--- src/rtl/wdog_pkg.sv ---
package wdog_pkg;
  localparam int unsigned REG_AW = 12;
  localparam logic [REG_AW-1:0] OFS_CTRL   = 12'h000;
  localparam logic [REG_AW-1:0] OFS_OFFSET = 12'h008;
  localparam logic [REG_AW-1:0] OFS_CMP_LO = 12'h010;
  localparam logic [REG_AW-1:0] OFS_CMP_HI = 12'h014;
  localparam logic [REG_AW-1:0] OFS_IFID   = 12'hFCC;
  localparam logic [REG_AW-1:0] OFS_ID     = 12'hFD0;
  localparam logic [REG_AW-1:0] OFS_KICK   = 12'h000;

  typedef struct packed {
    logic       kick;
    logic       ctrl;
    logic       offset;
    logic [1:0] cmp;
  } wr_strobe_t;
endpackage

--- src/rtl/wdog_regs.sv ---
module wdog_regs
  import wdog_pkg::*;
#(
  parameter int unsigned DATA_W  = 32,
  parameter int unsigned ADDR_W  = 12,
  parameter logic [31:0] IFID_VAL = 32'h0000_1A01,
  parameter logic [31:0] ID_VAL   = 32'h0000_0D25,
  localparam int unsigned CNT_W  = 2 * DATA_W
) (
  input  logic              clk,
  input  logic              rst_n,
  input  logic              bus_req,
  input  logic              bus_we,
  input  logic              bus_ctrl_frame,
  input  logic [ADDR_W-1:0] bus_addr,
  input  logic              en_q,
  input  logic              ws0_q,
  input  logic              ws1_q,
  input  logic [DATA_W-1:0] ofs_q,
  input  logic [CNT_W-1:0]  cmp_q,
  output wr_strobe_t        wstb,
  output logic [DATA_W-1:0] bus_rdata,
  output logic              bus_rvalid
);
  logic wr, rd;
  logic [DATA_W-1:0] rd_mux;

  assign wr = bus_req && bus_we;
  assign rd = bus_req && !bus_we;

  always_comb begin
    wstb        = '0;
    wstb.kick   = wr && !bus_ctrl_frame && (bus_addr == ADDR_W'(OFS_KICK));
    wstb.ctrl   = wr &&  bus_ctrl_frame && (bus_addr == ADDR_W'(OFS_CTRL));
    wstb.offset = wr &&  bus_ctrl_frame && (bus_addr == ADDR_W'(OFS_OFFSET));
    wstb.cmp[0] = wr &&  bus_ctrl_frame && (bus_addr == ADDR_W'(OFS_CMP_LO));
    wstb.cmp[1] = wr &&  bus_ctrl_frame && (bus_addr == ADDR_W'(OFS_CMP_HI));
  end

  always_comb begin
    rd_mux = '0;
    if (bus_addr == ADDR_W'(OFS_IFID)) begin
      rd_mux = DATA_W'(IFID_VAL);
    end else if (bus_addr == ADDR_W'(OFS_ID)) begin
      rd_mux = DATA_W'(ID_VAL);
    end else if (bus_ctrl_frame) begin
      case (bus_addr)
        ADDR_W'(OFS_CTRL):   rd_mux = DATA_W'({ws1_q, ws0_q, en_q});
        ADDR_W'(OFS_OFFSET): rd_mux = ofs_q;
        ADDR_W'(OFS_CMP_LO): rd_mux = cmp_q[DATA_W-1:0];
        ADDR_W'(OFS_CMP_HI): rd_mux = cmp_q[CNT_W-1:DATA_W];
        default:             rd_mux = '0;
      endcase
    end
  end

  always_ff @(posedge clk) begin
    if (!rst_n) begin
      bus_rvalid <= 1'b0;
      bus_rdata  <= '0;
    end else begin
      bus_rvalid <= rd;
      if (rd) bus_rdata <= rd_mux;
    end
  end

  AST_RVALID_AFTER_READ: assert property (@(posedge clk) disable iff (!rst_n)
    (bus_req && !bus_we) |=> bus_rvalid);
  AST_NO_SPURIOUS_RVALID: assert property (@(posedge clk) disable iff (!rst_n)
    !(bus_req && !bus_we) |=> !bus_rvalid);
endmodule

--- src/rtl/wdog_core.sv ---
module wdog_core
  import wdog_pkg::*;
#(
  parameter int unsigned DATA_W = 32,
  localparam int unsigned CNT_W = 2 * DATA_W
) (
  input  logic              clk,
  input  logic              rst_n,
  input  logic [CNT_W-1:0]  sys_cnt,
  input  logic [DATA_W-1:0] wdata,
  input  wr_strobe_t        wstb,
  output logic              en_q,
  output logic              ws0_q,
  output logic              ws1_q,
  output logic [DATA_W-1:0] ofs_q,
  output logic [CNT_W-1:0]  cmp_q
);
  logic              refresh;
  logic              any_cmp_wr;
  logic              expired;
  logic [DATA_W-1:0] ofs_nxt;
  logic [CNT_W-1:0]  reload_val;
  logic [CNT_W-1:0]  cmp_merge;

  assign refresh    = wstb.kick || wstb.ctrl || wstb.offset;
  assign any_cmp_wr = |wstb.cmp;
  assign ofs_nxt    = wstb.offset ? wdata : ofs_q;
  assign reload_val = sys_cnt + CNT_W'(ofs_nxt);
  assign expired    = en_q && (sys_cnt >= cmp_q) && !refresh && !any_cmp_wr;

  for (genvar h = 0; h < 2; h++) begin : g_half
    assign cmp_merge[h*DATA_W +: DATA_W] =
      wstb.cmp[h] ? wdata : cmp_q[h*DATA_W +: DATA_W];
  end

  always_ff @(posedge clk) begin
    if (!rst_n) begin
      en_q  <= 1'b0;
      ws0_q <= 1'b0;
      ws1_q <= 1'b0;
      ofs_q <= '0;
      cmp_q <= '0;
    end else begin
      ofs_q <= ofs_nxt;
      if (wstb.ctrl) en_q <= wdata[0];
      if (refresh) begin
        cmp_q <= reload_val;
        ws0_q <= 1'b0;
        ws1_q <= 1'b0;
      end else if (any_cmp_wr) begin
        cmp_q <= cmp_merge;
      end else if (expired) begin
        if (!ws0_q) begin
          ws0_q <= 1'b1;
          cmp_q <= reload_val;
        end else begin
          ws1_q <= 1'b1;
        end
      end
    end
  end

  AST_STAGE2_NEEDS_STAGE1: assert property (@(posedge clk) disable iff (!rst_n)
    ws1_q |-> ws0_q);
  AST_NO_FIRE_DISABLED: assert property (@(posedge clk) disable iff (!rst_n)
    !en_q |=> !$rose(ws0_q) && !$rose(ws1_q));
  AST_STAGE1_RELOAD: assert property (@(posedge clk) disable iff (!rst_n)
    $rose(ws0_q) |-> cmp_q == $past(sys_cnt) + CNT_W'($past(ofs_q)));
  AST_REFRESH_CLEARS: assert property (@(posedge clk) disable iff (!rst_n)
    refresh |=> !ws0_q && !ws1_q);
endmodule

--- src/rtl/twostage_wdog.sv ---
module twostage_wdog
  import wdog_pkg::*;
#(
  parameter int unsigned DATA_W   = 32,
  parameter int unsigned ADDR_W   = 12,
  parameter logic [31:0] IFID_VAL = 32'h0000_1A01,
  parameter logic [31:0] ID_VAL   = 32'h0000_0D25,
  localparam int unsigned CNT_W   = 2 * DATA_W
) (
  input  logic              clk,
  input  logic              rst_n,
  input  logic [CNT_W-1:0]  sys_cnt,
  input  logic              bus_req,
  input  logic              bus_we,
  input  logic              bus_ctrl_frame,
  input  logic [ADDR_W-1:0] bus_addr,
  input  logic [DATA_W-1:0] bus_wdata,
  output logic [DATA_W-1:0] bus_rdata,
  output logic              bus_rvalid,
  output logic              irq_stage1,
  output logic              rst_stage2
);
  wr_strobe_t        wstb;
  logic              en_q, ws0_q, ws1_q;
  logic [DATA_W-1:0] ofs_q;
  logic [CNT_W-1:0]  cmp_q;

  wdog_regs #(
    .DATA_W(DATA_W), .ADDR_W(ADDR_W), .IFID_VAL(IFID_VAL), .ID_VAL(ID_VAL)
  ) u_regs (
    .clk(clk), .rst_n(rst_n), .bus_req(bus_req), .bus_we(bus_we),
    .bus_ctrl_frame(bus_ctrl_frame), .bus_addr(bus_addr),
    .en_q(en_q), .ws0_q(ws0_q), .ws1_q(ws1_q), .ofs_q(ofs_q), .cmp_q(cmp_q),
    .wstb(wstb), .bus_rdata(bus_rdata), .bus_rvalid(bus_rvalid)
  );

  wdog_core #(.DATA_W(DATA_W)) u_core (
    .clk(clk), .rst_n(rst_n), .sys_cnt(sys_cnt), .wdata(bus_wdata),
    .wstb(wstb), .en_q(en_q), .ws0_q(ws0_q), .ws1_q(ws1_q),
    .ofs_q(ofs_q), .cmp_q(cmp_q)
  );

  assign irq_stage1 = ws0_q;
  assign rst_stage2 = ws1_q;
endmodule

--- config.mk ---
export PLATFORM = sky130hd
export DESIGN_NAME = twostage_wdog
export DESIGN_NICKNAME = d
export VERILOG_FILES = /design/src/rtl/wdog_pkg.sv /design/src/rtl/wdog_regs.sv /design/src/rtl/wdog_core.sv /design/src/rtl/twostage_wdog.sv
export SDC_FILE = /design/constraint.sdc
export NUM_CORES = 1
export LEC_CHECK = 0
export BUFFER_PORTS_ARGS = -buffer_cell sky130_fd_sc_hd__buf_2
export CAP_MARGIN = 20
export CORE_MARGIN = 5
export CORE_UTILIZATION = 45
export CTS_CLUSTER_SIZE = 30
export DETAILED_ROUTE_END_ITERATION = 10
export HOLD_SLACK_MARGIN = 0.1
export PLACE_DENSITY = 0.76
export SLEW_MARGIN = 20
export SYNTH_ARGS = -nofsm -noshare
export SYNTH_HDL_FRONTEND = slang
export SYNTH_SLANG_ARGS = --single-unit
--- constraint.sdc ---
create_clock -name clk -period 14.3 [get_ports clk]
set_clock_uncertainty 0.15 [all_clocks]
set_input_delay 2.86 -clock clk [delete_from_list [all_inputs] [get_ports clk]]
set_output_delay 2.86 -clock clk [all_outputs]
set_load 0.02 [all_outputs]
* Yosys cells after proc, flatten, opt, wreduce, memory -nomap -nowiden
Index checks and enable logic that the tools add are counted.
** Operators by class
- Add/sub/neg operators :: 1
- $lt $le $gt $ge :: 1
- Equality and inequality tests :: 8
- Multiplexer cells :: 11
- Bitwise operators :: 2
- Reduce and logical (&&, ||, !) cells :: 26
** Operator list (count)
- $mux 64 :: 4
- $mux 32 :: 6
- $pmux 32 s4 :: 1
- $add 64x32->64 :: 1
- $ge 64x64->1 :: 1
- $eq 12x12->1 const B :: 2
- $eq 12x5->1 const B :: 2
- $eq 12x4->1 const B :: 1
- $logic_and 1x1->1 :: 12
- $logic_not 12->1 :: 1
- $reduce_and 3->1 :: 3
- $ne 3x1->1 const B :: 2
- $logic_not 1->1 :: 4
- $reduce_or 2->1 :: 2
- $ne 3x3->1 const B :: 1
- $reduce_bool 3->1 :: 1
- $logic_or 1x1->1 :: 2
- $not 1->1 :: 2
- $reduce_and 2->1 :: 1
** Word-level totals
- Flip-flop bits (word level) :: 132
- Bits of input ports :: 113
- Word-level logic and storage cells :: 57

* Longest topological paths before layout
- Depth in word-level cells :: 11
- Depth in mapped cells :: 17
- Depth with buffers taken out :: 16

* Cells and area by module
From an unflattened synthesis, not the netlist that was laid out.
** Second synthesis, totals
- Cells, all modules :: 1261
- Area, all modules :: 10383.7 µm²
** Modules (own cells, without submodules)
- wdog_core :: instances 1, cells an instance 1040, area an instance 8294.2 µm², seq. area each 1981.9 µm²
- wdog_regs :: instances 1, cells an instance 221, area an instance 2089.5 µm², seq. area each 660.6 µm²

* Least setup slack after synthesis
No wires, ideal clock.
- Path kind :: input to register
- From :: input port bus_addr[1]
- To :: register u_core.cmp_q[36]
- Library setup time :: 0.070 ns
- Arrival time :: 6.660 ns
- Required time :: 14.080 ns
- Slack :: 7.420 ns
- Cell stages on the path :: 16
- Cell sequence :: nor4_2 nand2_1 nor4_4 clkbuf_1 mux2_2 ha_1 a21o_1 a21oi_1 a2111oi_4 or3_1 a21oi_4 buf_6 nor2_1 xnor2_1 a211o_1 a21oi_1
** RTL lines
- from (decl) :: line twostage_wdog.sv:16 : input logic [ADDR_W-1:0] bus_addr,
- $eq 12x4->1 (*) :: line wdog_regs.sv:35 : wstb.offset = wr && bus_ctrl_frame && (bus_addr == ADDR_W'(OFS_OFFSET));
- $logic_and 1x1->1 (*) :: line wdog_regs.sv:35
- $mux 32 (*) :: line wdog_core.sv:27 : assign ofs_nxt = wstb.offset ? wdata : ofs_q;
- net u_core.ofs_nxt[4] :: line wdog_core.sv:21 : logic [DATA_W-1:0] ofs_nxt;
- $add 64x32->64 (*) :: line wdog_core.sv:28 : assign reload_val = sys_cnt + CNT_W'(ofs_nxt);
- $mux 64 :: line wdog_core.sv:53 : if (!ws0_q) begin
- $mux 64 :: line wdog_core.sv:52 : end else if (expired) begin
- $mux 64 :: line wdog_core.sv:50 : end else if (any_cmp_wr) begin
- $mux 64 (*) :: line wdog_core.sv:46 : if (refresh) begin
- to (signal assigned) :: line wdog_core.sv:47 : cmp_q <= reload_val;
- to (signal assigned) :: line wdog_core.sv:51 : cmp_q <= cmp_merge;
- to (signal assigned) :: line wdog_core.sv:55 : cmp_q <= reload_val;
- to (decl) :: line wdog_core.sv:16 : output logic [CNT_W-1:0] cmp_q
Mark *: on every way through the listed nets, which the timed path passes. The rest lies on a longest branch. The select of a mux whose other input is x is not followed.
A chain may end at the register's enable or synchronous reset.

* Final worst setup path
- From :: input port bus_addr[1]
- To :: register u_core.cmp_q[58]
The elaborated chain is that of the path after synthesis.

==> flow_summary.json <==
{
  "ant_nets": 0,
  "cts_tree": "yes",
  "maxCapViolations": 0,
  "finalWorstSetupSlack_ns": 6.95,
  "rows": 54,
  "yosys_warnings": 0,
  "r2r-end": "u_core.cmp_q[37]",
  "n_fill_cell": 2050,
  "postSynth.asyncResetShare_pct": 0,
  "start_util_pct": 45.9,
  "avgRoutedWirePerCell_um": 19.8,
  "cts_buffer_depth": 2,
  "ys_seq_area_share_pct": 26.2,
  "syn_inst": 1271,
  "synth_area_mm2": 0.0101,
  "leakagePower_nw": 4.65,
  "insertion_delay_ns": 0.43,
  "ios": 148,
  "viasPerCell": 6.03,
  "syn_avg_cell_area_um2": 7.93,
  "p_per_area_mw_per_mm2": 78.3,
  "drive_gt1_share_pct": 18.1,
  "nNetsFinal": 1594,
  "design.core.area_mm2": 0.0220,
  "holdPathEnd": "u_regs.bus_rdata[2]",
  "ys.flop_type": "dfxtp_1",
  "io_buffer_count": 147,
  "arrival_ns": 7.55,
  "dpl.hpwl_um": 24800,
  "numCtsBuffers": 17,
  "fin_crit_ns": 7.35,
  "cts_hold_buf": 0,
  "status": "complete, no violations",
  "gp_congestion": 0.936,
  "wl_um": 33100,
  "die-area_mm2": 0.0255,
  "final_max_slew_viol_count": 0,
  "max_stage_delay_ns": 0.56,
  "syn_nets": 1482,
  "timing.final.crit_share_pct": 51.4,
  "vdd_drop_max_mv": 0.0768,
  "syn2layout_area_growth_pct": 14.6,
  "finalSetupViolations": 0,
  "root_buffer": "clkbuf_16",
  "rrSetupSlack_ns": 10.16,
  "grt_pass1_wl_um": 51900,
  "htree_levels": 4,
  "cts_setup_buffers": 0,
  "slew_headroom_pct": 39.4,
  "hold_start": "u_regs.bus_rdata[2]",
  "min_delay_path_depth": 2,
  "seqCellArea_mm2": 0.00264,
  "crit_type": "input port to flop",
  "track_usage_pct": 25.2,
  "worstHoldPathType": "flop to flop",
  "multi_input_area_mm2": 0.00688,
  "required_ns": 14.49,
  "slowest_stage": "a21oi_4",
  "drcViolationCount": 0,
  "crit_path_start_kind": "input port",
  "synth_cell_types": 77,
  "clk_pin_slew_ns": 0.06,
  "r2r.worst_path.cells": 12,
  "drtIter0Drc": 1053,
  "postCtsResizedCells": 0,
  "antenna_found_initial": 1,
  "cts_sinks": 132,
  "final-hold-violation-count": 0,
  "grt.overflow.total": 0,
  "cp_max_fo": 33,
  "critPathCaptureType": "flop",
  "final_cell_mix": "147 x buf_2, 132 x dfxtp_1, 126 x nand2_1, 117 x nor2_1, 101 x a21oi_1",
  "grt_max_degree": 69,
  "crit_path_cell_trace": "buf_2, nor4_2, nand2_1, nor4_4, buf_4, mux2_2, ha_1, inv_1, fa_1, and2b_2, o2111ai_2, a2111oi_4, or3_1, a21oi_4, nor3_1, xnor2_1, a211o_1, a21oi_1",
  "drt_pass1_iterations": 7,
  "tightest_slew_ns": 0.907,
  "r2r_start": "u_core.cmp_q[5]",
  "die_w_um": 160,
  "vias": 10114,
  "place_ws_ns": 6.56,
  "fmax_mhz": 136,
  "synth-edff-count": 0,
  "fin_setup_tns_ns": 0,
  "grt_pass1_vias": 9560,
  "layout_commonest_cell": "buf_2",
  "synth_seq_cells": 132,
  "final_core_util_pct": 52.6,
  "dieHeight_um": 160,
  "grt_setup_unrepaired": "no"
}
## registers in the layout, summed over array words and instances, names as in the netlist
register           flops
u_core.cmp_q          64
u_core.en_q            1
u_core.ofs_q          32
u_core.ws0_q           1
u_core.ws1_q           1
u_regs.bus_rdata      32
u_regs.bus_rvalid      1
## per-stage QoR
| step | hold slack [ns] | total power, mW | area (um2) | instances |
|---|---|---|---|---|
| 2_1_floorplan | 0.295 | 0.433 | 10100 | 1271 |
| 3_3_place_gp | 0.289 | 0.476 | 11000 | 1644 |
| 3_5_place_dp | 0.298 | 0.478 | 11000 | 1644 |
| 4_1_cts | 0.304 | 0.904 | 11500 | 1675 |
| 5_1_grt | 0.332 | 0.931 | 11600 | 1676 |
| 6_report | 0.303 | 0.904 | 11600 | 1676 |
## cell usage after synthesis, types with 7 or more instances
master | n | area [um2]
a211o_1 | 13 | 114
and3_1 | 14 | 87.6
o221ai_1 | 7 | 61.3
buf_2 | 10 | 50.1
a21o_1 | 16 | 120
a211oi_1 | 16 | 120
a22o_1 | 10 | 87.6
a21oi_1 | 101 | 505
nand3_1 | 37 | 185
nor2_1 | 117 | 439
inv_1 | 76 | 285
mux2i_1 | 42 | 420
clkbuf_1 | 44 | 165
mux2_2 | 31 | 349
nand2b_1 | 10 | 62.6
nand4_1 | 21 | 131
o211ai_1 | 10 | 75.1
and2_1 | 32 | 200
ha_1 | 97 | 1210
a31oi_1 | 10 | 62.6
dfxtp_1 | 132 | 2640
xor2_1 | 17 | 149
nor3_1 | 18 | 90.1
a22oi_1 | 25 | 188
o21ai_0 | 80 | 400
xnor2_1 | 34 | 298
a311oi_1 | 13 | 114
nand2_1 | 126 | 473
## how the worst max path moves through the flow
stage	start	to	slack [ns]	cells after the start
final	bus_addr[1]	u_core.cmp_q[58]	6.95	18
after global routing	bus_addr[1]	u_core.cmp_q[59]	6.55	17
after CTS	bus_addr[1]	u_core.cmp_q[58]	6.98	18
after detailed placement	bus_addr[1]	u_core.cmp_q[58]	6.56	18
after global placement	bus_addr[1]	u_core.cmp_q[62]	6.63	16
after floorplan	bus_addr[1]	u_core.cmp_q[36]	7.42	16
## cell families (layout without fill, tap and decap cells)
logic type                 after synthesis  after routing  synth area share (%)
AOI/OAI and AO/OA                      357            357                  23.7
DFF                                    132            132                  26.2
buffers and inverters                  141            265                  5.78
and+or+nand+nor                        419            419                  20.0
muxes                                   73             73                  7.63
adders and majority gates               98             98                  12.2
other                                    0              1                     0
xor gates and xnor gates                51             51                  4.43
## cell type report
| cell class | count | share of cell area, % |
|---|---|---|
| Clock inverter | 12 | 1.14 |
| Timing Repair Buffer | 158 | 7.08 |
| Clock buffer | 19 | 3.83 |
| Multi-Input combinational cell | 998 | 59.6 |
| Inverter | 76 | 2.47 |
| Tap cell | 280 | 3.03 |
| Antenna cell | 1 | 0.0217 |
| Sequential cell | 132 | 22.9 |
## per-layer routing
metal | wire [um] | global-route usage [%] | share of wire [%]
met1 | 14500 | 34.2 | 44
met2 | 14800 | 39.9 | 45
met3 | 3110 | 6.21 | 9.4
met4 | 768 | 6.90 | 2.3
met5 | 0 | 0 | 0
## critical path, delay by kind of cell
family / cells / cell delay (ns)
compound gates: 5 / 1.41
xor+xnor: 1 / 0.16
fa+ha+maj: 2 / 0.41
buf+inv: 3 / 0.66
mux: 1 / 0.41
simple gates: 6 / 1.59
## power breakdown
group / internal [mW] / switching [mW] / total, mW / leakage (nW)
sequential: 0.369 / 0.000323 / 0.369 / 1.06
combinational: 0.0395 / 0.0642 / 0.104 / 3.31
clock: 0.260 / 0.172 / 0.432 / 0.272
total: 0.668 / 0.236 / 0.904 / 4.65
Note: power is estimated with default switching activity, not from simulation.
